--- src/rtl/mw_reader_pkg.sv ---
package mw_reader_pkg;

  localparam int unsigned OP_BITS = 3;
  localparam logic [OP_BITS-1:0] READ_OP = 3'b110;

  typedef enum logic [3:0] {
    ST_IDLE,
    ST_SETUP,
    ST_CLKH,
    ST_CLKL,
    ST_HOLD,
    ST_RDH,
    ST_RDL,
    ST_TDROP,
    ST_TH,
    ST_TL,
    ST_FIN
  } mw_state_e;

  // Cycles covering a minimum time, rounded up, never below one.
  function automatic int unsigned ceil_ticks(input longint unsigned t_ns,
                                             input longint unsigned hz);
    longint unsigned prod;
    longint unsigned q;
    prod = t_ns * hz;
    q    = (prod + 64'd999_999_999) / 64'd1_000_000_000;
    if (q == 0) q = 1;
    return int'(q);
  endfunction

endpackage

--- src/rtl/mw_phase_timer.sv ---
module mw_phase_timer #(
  parameter int unsigned TW = 8
) (
  input  logic          clk,
  input  logic          rst_n,
  input  logic          load_i,
  input  logic [TW-1:0] len_i,
  output logic          zero_o
);

  logic [TW-1:0] cnt_q;
  logic [TW-1:0] cnt_d;
  logic          cnt_en;

  always_comb begin
    cnt_en = load_i || (cnt_q != '0);
    if (load_i) cnt_d = len_i - TW'(1);
    else        cnt_d = cnt_q - TW'(1);
  end

  always_ff @(posedge clk or negedge rst_n) begin
    if (!rst_n)      cnt_q <= '0;
    else if (cnt_en) cnt_q <= cnt_d;
  end

  assign zero_o = (cnt_q == '0);


  timer_len_chk: assert property (@(posedge clk) disable iff (!rst_n)
    load_i |-> (len_i != '0));

endmodule

--- src/rtl/mw_bit_shifter.sv ---
module mw_bit_shifter #(
  parameter int unsigned OUT_BITS  = 9,
  parameter int unsigned DATA_BITS = 16
) (
  input  logic                 clk,
  input  logic                 rst_n,
  input  logic                 load_cmd_i,
  input  logic [OUT_BITS-1:0]  cmd_i,
  input  logic                 shift_i,
  input  logic                 sample_i,
  input  logic                 clr_cnt_i,
  input  logic                 do_i,
  output logic                 msb_o,
  output logic                 last_out_o,
  output logic                 all_in_o,
  output logic [DATA_BITS-1:0] word_o
);

  localparam int unsigned MAXB  = (OUT_BITS > DATA_BITS) ? OUT_BITS : DATA_BITS;
  localparam int unsigned CNT_W = $clog2(MAXB + 1);

  logic [OUT_BITS-1:0]  cmd_q, cmd_d;
  logic [DATA_BITS-1:0] word_q, word_d;
  logic [CNT_W-1:0]     cnt_q, cnt_d;
  logic                 cmd_en, word_en, cnt_en;

  always_comb begin
    cmd_en  = load_cmd_i || shift_i;
    cmd_d   = load_cmd_i ? cmd_i : {cmd_q[OUT_BITS-2:0], 1'b0};
    word_en = load_cmd_i || sample_i;
    word_d  = load_cmd_i ? '0 : {word_q[DATA_BITS-2:0], do_i};
    cnt_en  = load_cmd_i || clr_cnt_i || shift_i || sample_i;
    cnt_d   = (load_cmd_i || clr_cnt_i) ? '0 : cnt_q + CNT_W'(1);
  end

  always_ff @(posedge clk or negedge rst_n) begin
    if (!rst_n) begin
      cmd_q  <= '0;
      word_q <= '0;
      cnt_q  <= '0;
    end else begin
      if (cmd_en)  cmd_q  <= cmd_d;
      if (word_en) word_q <= word_d;
      if (cnt_en)  cnt_q  <= cnt_d;
    end
  end

  assign msb_o      = cmd_q[OUT_BITS-1];
  assign last_out_o = (cnt_q == CNT_W'(OUT_BITS - 1));
  assign all_in_o   = (cnt_q == CNT_W'(DATA_BITS));
  assign word_o     = word_q;


  sample_count_chk: assert property (@(posedge clk) disable iff (!rst_n)
    sample_i |-> (cnt_q < CNT_W'(DATA_BITS)));


  shift_count_chk: assert property (@(posedge clk) disable iff (!rst_n)
    shift_i |-> (cnt_q < CNT_W'(OUT_BITS - 1)));

endmodule

--- src/rtl/mw_read_fsm.sv ---
module mw_read_fsm
  import mw_reader_pkg::*;
#(
  parameter int unsigned TW          = 8,
  parameter int unsigned SETUP_TICKS = 3,
  parameter int unsigned LEVEL_TICKS = 7
) (
  input  logic          clk,
  input  logic          rst_n,
  input  logic          start_i,
  input  logic          tmr_zero_i,
  input  logic          last_out_i,
  input  logic          all_in_i,
  input  logic          cmd_msb_i,
  output logic          tmr_load_o,
  output logic [TW-1:0] tmr_len_o,
  output logic          load_cmd_o,
  output logic          shift_o,
  output logic          sample_o,
  output logic          clr_cnt_o,
  output logic          cs_o,
  output logic          sk_o,
  output logic          di_o,
  output logic          busy_o,
  output logic          done_o
);

  localparam logic [TW-1:0] LEN_SETUP = TW'(SETUP_TICKS);
  localparam logic [TW-1:0] LEN_LEVEL = TW'(LEVEL_TICKS);

  mw_state_e state_q, state_d;

  always_comb begin
    state_d    = state_q;
    tmr_load_o = 1'b0;
    tmr_len_o  = LEN_LEVEL;
    load_cmd_o = 1'b0;
    shift_o    = 1'b0;
    sample_o   = 1'b0;
    clr_cnt_o  = 1'b0;
    unique case (state_q)
      ST_IDLE: if (start_i) begin
        state_d    = ST_SETUP;
        tmr_load_o = 1'b1;
        tmr_len_o  = LEN_SETUP;
        load_cmd_o = 1'b1;
      end
      ST_SETUP: if (tmr_zero_i) begin
        state_d    = ST_CLKH;
        tmr_load_o = 1'b1;
      end
      ST_CLKH: if (tmr_zero_i) begin
        state_d    = ST_CLKL;
        tmr_load_o = 1'b1;
      end
      ST_CLKL: if (tmr_zero_i) begin
        tmr_load_o = 1'b1;
        tmr_len_o  = LEN_SETUP;
        if (last_out_i) begin
          state_d   = ST_HOLD;
          clr_cnt_o = 1'b1;
        end else begin
          state_d = ST_SETUP;
          shift_o = 1'b1;
        end
      end
      ST_HOLD: if (tmr_zero_i) begin
        state_d    = ST_RDH;
        tmr_load_o = 1'b1;
      end
      ST_RDH: if (tmr_zero_i) begin
        state_d    = ST_RDL;
        tmr_load_o = 1'b1;
        sample_o   = 1'b1;
      end
      ST_RDL: if (tmr_zero_i) begin
        tmr_load_o = 1'b1;
        if (all_in_i) begin
          state_d   = ST_TDROP;
          tmr_len_o = LEN_SETUP;
        end else begin
          state_d = ST_RDH;
        end
      end
      ST_TDROP: if (tmr_zero_i) begin
        state_d    = ST_TH;
        tmr_load_o = 1'b1;
      end
      ST_TH: if (tmr_zero_i) begin
        state_d    = ST_TL;
        tmr_load_o = 1'b1;
      end
      ST_TL: if (tmr_zero_i) state_d = ST_FIN;
      ST_FIN: state_d = ST_IDLE;
      default: state_d = ST_IDLE;
    endcase
  end

  always_ff @(posedge clk or negedge rst_n) begin
    if (!rst_n) state_q <= ST_IDLE;
    else        state_q <= state_d;
  end

  always_comb begin
    cs_o   = (state_q == ST_SETUP) || (state_q == ST_CLKH) || (state_q == ST_CLKL) ||
             (state_q == ST_HOLD)  || (state_q == ST_RDH)  || (state_q == ST_RDL);
    sk_o   = (state_q == ST_CLKH) || (state_q == ST_RDH) || (state_q == ST_TH);
    di_o   = cmd_msb_i && ((state_q == ST_SETUP) || (state_q == ST_CLKH) ||
                           (state_q == ST_CLKL));
    busy_o = (state_q != ST_IDLE);
    done_o = (state_q == ST_FIN);
  end


  idle_quiet_chk: assert property (@(posedge clk) disable iff (!rst_n)
    !busy_o |-> (!cs_o && !sk_o && !di_o && !done_o));


  start_select_chk: assert property (@(posedge clk) disable iff (!rst_n)
    (!busy_o && start_i) |=> (busy_o && cs_o));


  sk_rise_stable_chk: assert property (@(posedge clk) disable iff (!rst_n)
    $rose(sk_o) |-> ($stable(di_o) && $stable(cs_o)));


  cs_fall_low_chk: assert property (@(posedge clk) disable iff (!rst_n)
    $fell(cs_o) |-> (!sk_o && !di_o));


  done_release_chk: assert property (@(posedge clk) disable iff (!rst_n)
    done_o |=> (!busy_o && !done_o));


  busy_hold_chk: assert property (@(posedge clk) disable iff (!rst_n)
    (busy_o && !done_o) |=> busy_o);

endmodule

--- src/rtl/mw_word_reader.sv ---
module mw_word_reader
  import mw_reader_pkg::*;
#(
  parameter int unsigned CLK_FREQ_HZ = 125_000_000,
  parameter int unsigned SETUP_NS    = 400,
  parameter int unsigned LEVEL_NS    = 9000,
  parameter int unsigned ADDR_BITS   = 6,
  parameter int unsigned DATA_BITS   = 16
) (
  input  logic                 clk,
  input  logic                 rst_n,
  input  logic                 start_i,
  input  logic [ADDR_BITS-1:0] addr_i,
  output logic                 busy_o,
  output logic                 done_o,
  output logic [DATA_BITS-1:0] word_o,
  output logic                 ee_cs_o,
  output logic                 ee_sk_o,
  output logic                 ee_di_o,
  input  logic                 ee_do_i
);

  localparam int unsigned SETUP_TICKS = ceil_ticks(longint'(SETUP_NS), longint'(CLK_FREQ_HZ));
  localparam int unsigned LEVEL_TICKS = ceil_ticks(longint'(LEVEL_NS), longint'(CLK_FREQ_HZ));
  localparam int unsigned MAX_TICKS   = (SETUP_TICKS > LEVEL_TICKS) ? SETUP_TICKS : LEVEL_TICKS;
  localparam int unsigned TW          = $clog2(MAX_TICKS + 1);
  localparam int unsigned OUT_BITS    = OP_BITS + ADDR_BITS;

  logic [1:0] rst_sync_q;
  logic       rst_core_n;

  always_ff @(posedge clk or negedge rst_n) begin
    if (!rst_n) rst_sync_q <= 2'b00;
    else        rst_sync_q <= {rst_sync_q[0], 1'b1};
  end
  assign rst_core_n = rst_sync_q[1];

  logic          tmr_load, tmr_zero;
  logic [TW-1:0] tmr_len;
  logic          load_cmd, shift_bit, sample_bit, clr_cnt;
  logic          cmd_msb, last_out, all_in;

  mw_phase_timer #(.TW(TW)) u_timer (
    .clk    (clk),
    .rst_n  (rst_core_n),
    .load_i (tmr_load),
    .len_i  (tmr_len),
    .zero_o (tmr_zero)
  );

  mw_bit_shifter #(.OUT_BITS(OUT_BITS), .DATA_BITS(DATA_BITS)) u_shift (
    .clk        (clk),
    .rst_n      (rst_core_n),
    .load_cmd_i (load_cmd),
    .cmd_i      ({READ_OP, addr_i}),
    .shift_i    (shift_bit),
    .sample_i   (sample_bit),
    .clr_cnt_i  (clr_cnt),
    .do_i       (ee_do_i),
    .msb_o      (cmd_msb),
    .last_out_o (last_out),
    .all_in_o   (all_in),
    .word_o     (word_o)
  );

  mw_read_fsm #(.TW(TW), .SETUP_TICKS(SETUP_TICKS), .LEVEL_TICKS(LEVEL_TICKS)) u_fsm (
    .clk        (clk),
    .rst_n      (rst_core_n),
    .start_i    (start_i),
    .tmr_zero_i (tmr_zero),
    .last_out_i (last_out),
    .all_in_i   (all_in),
    .cmd_msb_i  (cmd_msb),
    .tmr_load_o (tmr_load),
    .tmr_len_o  (tmr_len),
    .load_cmd_o (load_cmd),
    .shift_o    (shift_bit),
    .sample_o   (sample_bit),
    .clr_cnt_o  (clr_cnt),
    .cs_o       (ee_cs_o),
    .sk_o       (ee_sk_o),
    .di_o       (ee_di_o),
    .busy_o     (busy_o),
    .done_o     (done_o)
  );

endmodule

--- config.mk ---
export PLATFORM = sky130hd
export DESIGN_NAME = mw_word_reader
export DESIGN_NICKNAME = d
export VERILOG_FILES = /design/src/rtl/mw_reader_pkg.sv /design/src/rtl/mw_phase_timer.sv /design/src/rtl/mw_bit_shifter.sv /design/src/rtl/mw_read_fsm.sv /design/src/rtl/mw_word_reader.sv
export SDC_FILE = /design/constraint.sdc
export NUM_CORES = 1
export LEC_CHECK = 0
export ABC_AREA = 0
export BUFFER_PORTS_ARGS = -buffer_cell sky130_fd_sc_hd__buf_2
export CORE_UTILIZATION = 57
export DETAILED_ROUTE_END_ITERATION = 16
export HOLD_SLACK_MARGIN = 0.12
export PLACE_DENSITY = 0.8
export SLEW_MARGIN = 40
export SYNTH_ARGS = -nofsm -noshare
export SYNTH_HDL_FRONTEND = slang
export SYNTH_SLANG_ARGS = --single-unit
--- constraint.sdc ---
create_clock -name clk -period 1.8 [get_ports clk]
set_input_delay 0.09 -clock clk [delete_from_list [all_inputs] [get_ports clk]]
set_output_delay 0.09 -clock clk [all_outputs]
set_load 0.02 [all_outputs]
Word level (Yosys, flattened, before mapping)
Index checks and enable logic that the tools add are counted.

word-level totals
  register bits = 47
  word-level logic and storage cells = 84
  input port bits = 10
  output and inout bits = 21

operators by class
  add/sub/neg operators = 3
  equality and inequality tests = 22
  reduce and logical (&&, ||, !) cells = 20
  muxes and demuxes = 33

operators with widths
  cell                                                  number
  2-to-1 mux 11 bit                                     5
  2-to-1 mux 4 bit                                      10
  one-hot mux 4 bit (10 select lines)                   1
  one-hot mux 11 bit (3 select lines)                   1
  subtractor 11 x 1 -> 11 bit (second input constant)   2
  != test 2 bit (second input constant)                 10
  equality test 4 x 3 -> 1 bit (second input constant)  4
  2-to-1 mux 16 bit                                     1
  logical OR 1 bit                                      13
  equality test 4 bit (second input constant)           3
  zero test 11 bit                                      1
  nonzero test 11 bit                                   1
  2-to-1 mux 1 bit                                      10
  AND reduction 10 bit                                  1
  2-to-1 mux 9 bit                                      1
  equality test 4 x 2 -> 1 bit (second input constant)  2
  OR reduction 8 bit                                    1
  adder 5 x 1 -> 5 bit (second input constant)          1
  equality test 5 x 4 -> 1 bit (second input constant)  1
  equality test 5 bit (second input constant)           1
  2-to-1 mux 5 bit                                      1
  equality test 4 x 1 -> 1 bit (second input constant)  1
  zero test 4 bit                                       1
  nonzero test 4 bit                                    1
  other kinds (4)                                       4

Depth between registers and ports, before layout
  depth after elaboration = 7
  depth in mapped cells = 12
  depth with buffers taken out = 12

By module
Synthesis repeated with hierarchy kept, for this count alone.

unflattened totals
  cell total of the unflattened synthesis = 279
  area, all modules = 2711.4 sq um

modules (own cells, without submodules)
  module          area an instance (sq um)  sequential area each (sq um)  times used  cells each
  mw_bit_shifter  1328.8                    750.7                         1           119
  mw_phase_timer  824.5                     275.3                         1           87
  mw_read_fsm     500.5                     100.1                         1           69
  mw_word_reader  57.6                      50.0                          1           4

Least setup slack after synthesis
No wires, ideal clock.

  path type = register to register
  start point = register u_timer.cnt_q[2]
  end point = register u_timer.cnt_q[10]
  setup time = 129 ps
  arrival time = 3264 ps
  path buffers = 0
  clock period less this slack = 3393 ps
  slack = -1593 ps
  cell stages (with the launch flop) = 11
  data required time = 1671 ps
  cell sequence = dfrtp_1 or4_4 o41ai_1 o2111ai_1 o21ai_0 ha_1 or3b_2 or4_1 nor4_1 xnor2_1 o21ai_0

on the way
  word-level cells in the longest chain between the ends = 5
  elaborated cells between the ends (all ways) = 11
  classes of those cells = add/sub (2); mux (6); reduce/logical (3)

ends and longest elaborated chain
  what                                         line                                  source
  start: declaration                           mw_phase_timer.sv:11                  logic [TW-1:0] cnt_q;
  start signal: assignment                     mw_phase_timer.sv:23                  else if (cnt_en) cnt_q <= cnt_d;
  zero test 11 bit                             mw_phase_timer.sv:26                  assign zero_o = (cnt_q == '0);
  2-to-1 mux 11 bit, on equally long branches  mw_read_fsm.sv:76, mw_read_fsm.sv:56
  one-hot mux 11 bit (3 select lines)          mw_read_fsm.sv:41                     unique case (state_q)
  subtractor 11 x 1 -> 11 bit                  mw_phase_timer.sv:17                  if (load_i) cnt_d = len_i - TW'(1);
  2-to-1 mux 11 bit                            mw_phase_timer.sv:17

Several ways; a longest one is shown, not always the timed one.
A chain may end at the register's enable or synchronous reset.

Worst setup path in the final report
  start point = register u_timer.cnt_q[10]
  end point = register u_timer.cnt_q[10]

Same word-level chain as after synthesis.

==> flow_metrics.tcl <==
set metrics [dict create \
    floorplan.die.height_um 66.7 \
    outcome "finished, violations left" \
    ys_ff_latch 47 \
    internal-power_mw 1.49 \
    synth_nets 267 \
    gp_congestion 0.858 \
    hpwl_mm 4.20 \
    max_freq_mhz 301 \
    synth-edff-count 0 \
    tritoncts "yes" \
    power_density_mw_per_mm2 494 \
    crit_cells 10 \
    period_needed_ps 3320 \
    die_area_mm2 0.00444 \
    cts_root_buffer "clkbuf_8" \
    route.detailed.drc 0 \
    grt_pass1_wl_mm 10.7 \
    drive_gt1_frac 0.550 \
    firstDrtPassIters 6 \
    cts_buffer_depth 2 \
    fillers 76 \
    clkTransAtPathRegs_ps 100 \
    yosysUniqueCellTypes 52 \
    initial_utilization 0.596 \
    syn2layout_area_growth_pct 61.7 \
    crit_slowest_cell "or4_4" \
    hp-class "primary input to flop" \
    drt-wirelength-per-cell_um 26.9 \
    grt_max_degree 46 \
    fin_util 0.963 \
    maxSlewViolCount 0 \
    yosysTopAreaCell "dfrtp_1" \
    crit_type "flop to flop" \
    timing.rr.end "u_timer.cnt_q[10]$_DFFE_PN0P_" \
    tns_ps -33040 \
    grt_util_all_layers 0.328 \
    port_buffers 30 \
    critPathMaxStageDelay_ps 590 \
    via_per_inst 7.16 \
    min_period_over_period 1.84 \
    cp.required_ps 1980 \
    h-tree-depth 2 \
    grt_pass1_vias 2253 \
    final-hold-violation-count 0 \
    drt_iter0_drc 466 \
    maxCapViolCount 0 \
    clk_latency_ps 310 \
    dpl_worst_slack_ps -1380 \
    p_leak_nw 1.70 \
    switching_power_mw 0.417 \
    finalClockSkew_ps 14.6 \
    rsz0062_at_grt "true" \
    violations "negative setup slack" \
    r2r_setup_slack_ps -1520 \
    crit_chain "or4_4, o41ai_4, o2111ai_2, o21ai_2, ha_2, or3b_4, or4_4, nor4_4, xnor2_1, o21ai_1" \
    tightestPinTransition_ps 571 \
    nNetsFinal 370 \
    r2r-start "u_timer.cnt_q[10]$_DFFE_PN0P_" \
    crit_end "u_timer.cnt_q[10]$_DFFE_PN0P_" \
    worst_setup_path_start_kind "flop" \
    cts.sinks 47 \
    setup_viol 46 \
    timing.final.ws_setup_ps -1520 \
    synth_area_mm2 0.00238 \
    p_sw_frac 0.219 \
    antenna_found_initial 0 \
    cp_common_cell "or4_4" \
    cts_buffers 5 \
    p_clk_frac 0.421 \
    netlist.area_leader.share 0.493 \
    ys.flop_type "dfrtp_1" \
    rr_worst_depth 10 \
    yosysSeqAreaShare 0.493 \
    ys_warn_count 0 \
    ant_nets 0 \
    syn_area_per_cell_um2 9.38 \
    crit_arrival_ps 3490 \
    overflow 0 \
    synthTopCellsByArea "dfrtp_1 49%, nand2_1 7.7%, a21oi_1 4.6%, o21ai_0 2.5%, xnor2_1 2.2%" \
    core_area_mm2 0.00400 \
    vias 2921 \
    worst-path-max-fanout 2 \
    crit_start "u_timer.cnt_q[10]$_DFFE_PN0P_" \
    p_total_mw 1.90 \
    path_delay_family "simple AND/OR/NAND/NOR gates" \
    seq_power_share 0.555 \
    slew_headroom 0.619 \
    placementRows 23 \
    syn_inst 254 \
    whs_ps 123 \
    die_w_um 66.7 \
    pwr-share-comb 0.023 \
    insertedDiodeCount 0 \
    routed_wl_mm 11.0 \
    ir_drop_mv 0.546 \
    endpoint_kind "flop" \
    critPathBufInv 0 \
    ys_async_sr_fraction 1.00 \
    io_pins 31 \
]
==> metrics by stage <==
stage                     instances  area [µm²]
after floorplan                 254        2510
after global placement          373        3040
after detailed placement        373        3040
after CTS                       389        3300
after global routing            408        3850
final                           408        3850
==> area by class of cell <==
type	instances	area, µm²	area share
Multi-Input combinational cell	186	1570	0.407
Clock buffer	6	72.6	0.0188
Clock inverter	2	37.5	0.00974
Inverter	6	22.5	0.00584
Sequential cell	47	1180	0.306
Timing Repair Buffer	111	908	0.236
Tap cell	50	62.6	0.0162
==> synthesized netlist by cell type (2+ instances only) <==
master / number
nand2b_1: 4
dfrtp_1: 47
o22a_1: 4
nand4_1: 4
mux2i_1: 4
nor2_1: 10
nand3_1: 7
xnor2_1: 6
ha_1: 3
nor2b_1: 2
xor2_1: 4
o21ai_0: 12
o21a_1: 6
nor3_1: 6
inv_1: 5
o22ai_1: 2
a21oi_1: 22
nand2_1: 49
and2_1: 2
and3_1: 3
buf_2: 6
or4_2: 2
clkbuf_1: 8
o31ai_1: 3
or4_1: 4
a31oi_1: 3
==> routing by layer <==
metal,share of wire,vias up,GRT usage
met3,0.12,129,0.0702
met5,0,-,0
met4,0.089,0,0.128
met2,0.45,296,0.554
met1,0.34,1396,0.405
li1,-,1100,-
==> power by group through the flow <==
stage	sequential, mW	clock, mW	combinational [mW]
floorplan	1.09	0	0.000281
global placement	1.08	0	0.0339
CTS	1.06	0.770	0.0412
global route	1.06	0.833	0.0482
detailed placement	1.08	0	0.0341
finish	1.06	0.803	0.0440
==> state kept, by name, indices dropped and copies added (netlist names) <==
register and count:
u_shift.word_o 16, u_timer.cnt_q 11, u_shift.cmd_q 9, u_shift.cnt_q 5
u_fsm.state_q 4, rst_sync_q 2
==> kinds of logic (layout without fill, tap and decap cells) <==
group                      Yosys count  in the layout  share of synthesized area
AOI/OAI and AO/OA                   65             65                      0.180
xor gates and xnor gates            10             10                     0.0367
adders and majority gates            3              3                     0.0157
buffers and inverters               21            125                     0.0378
DFF                                 47             47                      0.493
muxes                                4              4                     0.0168
other                                1              1                    0.00157
and+or+nand+nor                    103            103                      0.218
==> worst reg2reg max path: stages (launching register included) <==
cell	delay [ps]
dfrtp_1	410
or4_4	590
o41ai_4	450
o2111ai_2	170
o21ai_2	110
ha_2	190
or3b_4	380
or4_4	480
nor4_4	190
xnor2_1	160
o21ai_1	70
==> placed cells by master, fill, tap and decap left out, drive strengths merged, types with 7 or more instances in the layout <==
cell	n
a21oi	22
buf	105
clkbuf	8
dfrtp	47
nand2	49
nand3	7
nor2	10
o21ai	13
or4	7
==> worst min path at each step <==
stage,start,endpoint,slack (ps),cells past startpoint
floorplan,rst_n,rst_sync_q[0]$_DFF_PN0_,-210,0
global placement,rst_n,rst_sync_q[0]$_DFF_PN0_,-120,1
detailed placement,rst_n,rst_sync_q[0]$_DFF_PN0_,-120,1
CTS,addr_i[4],u_shift.cmd_q[4]$_DFFE_PN0P_,120,3
global route,addr_i[5],u_shift.cmd_q[5]$_DFFE_PN0P_,140,3
finish,addr_i[5],u_shift.cmd_q[5]$_DFFE_PN0P_,120,3
==> what timing repair did <==
action	in CTS	in global routing
resized for setup	17	95
endpoints found under the setup margin	46	47
buffers inserted	4	20
cloned	0	2
pin swaps	6	50
endpoints found under the hold margin	4	0
hold buffers	4	0
Note: power is estimated with default switching activity, not from simulation.
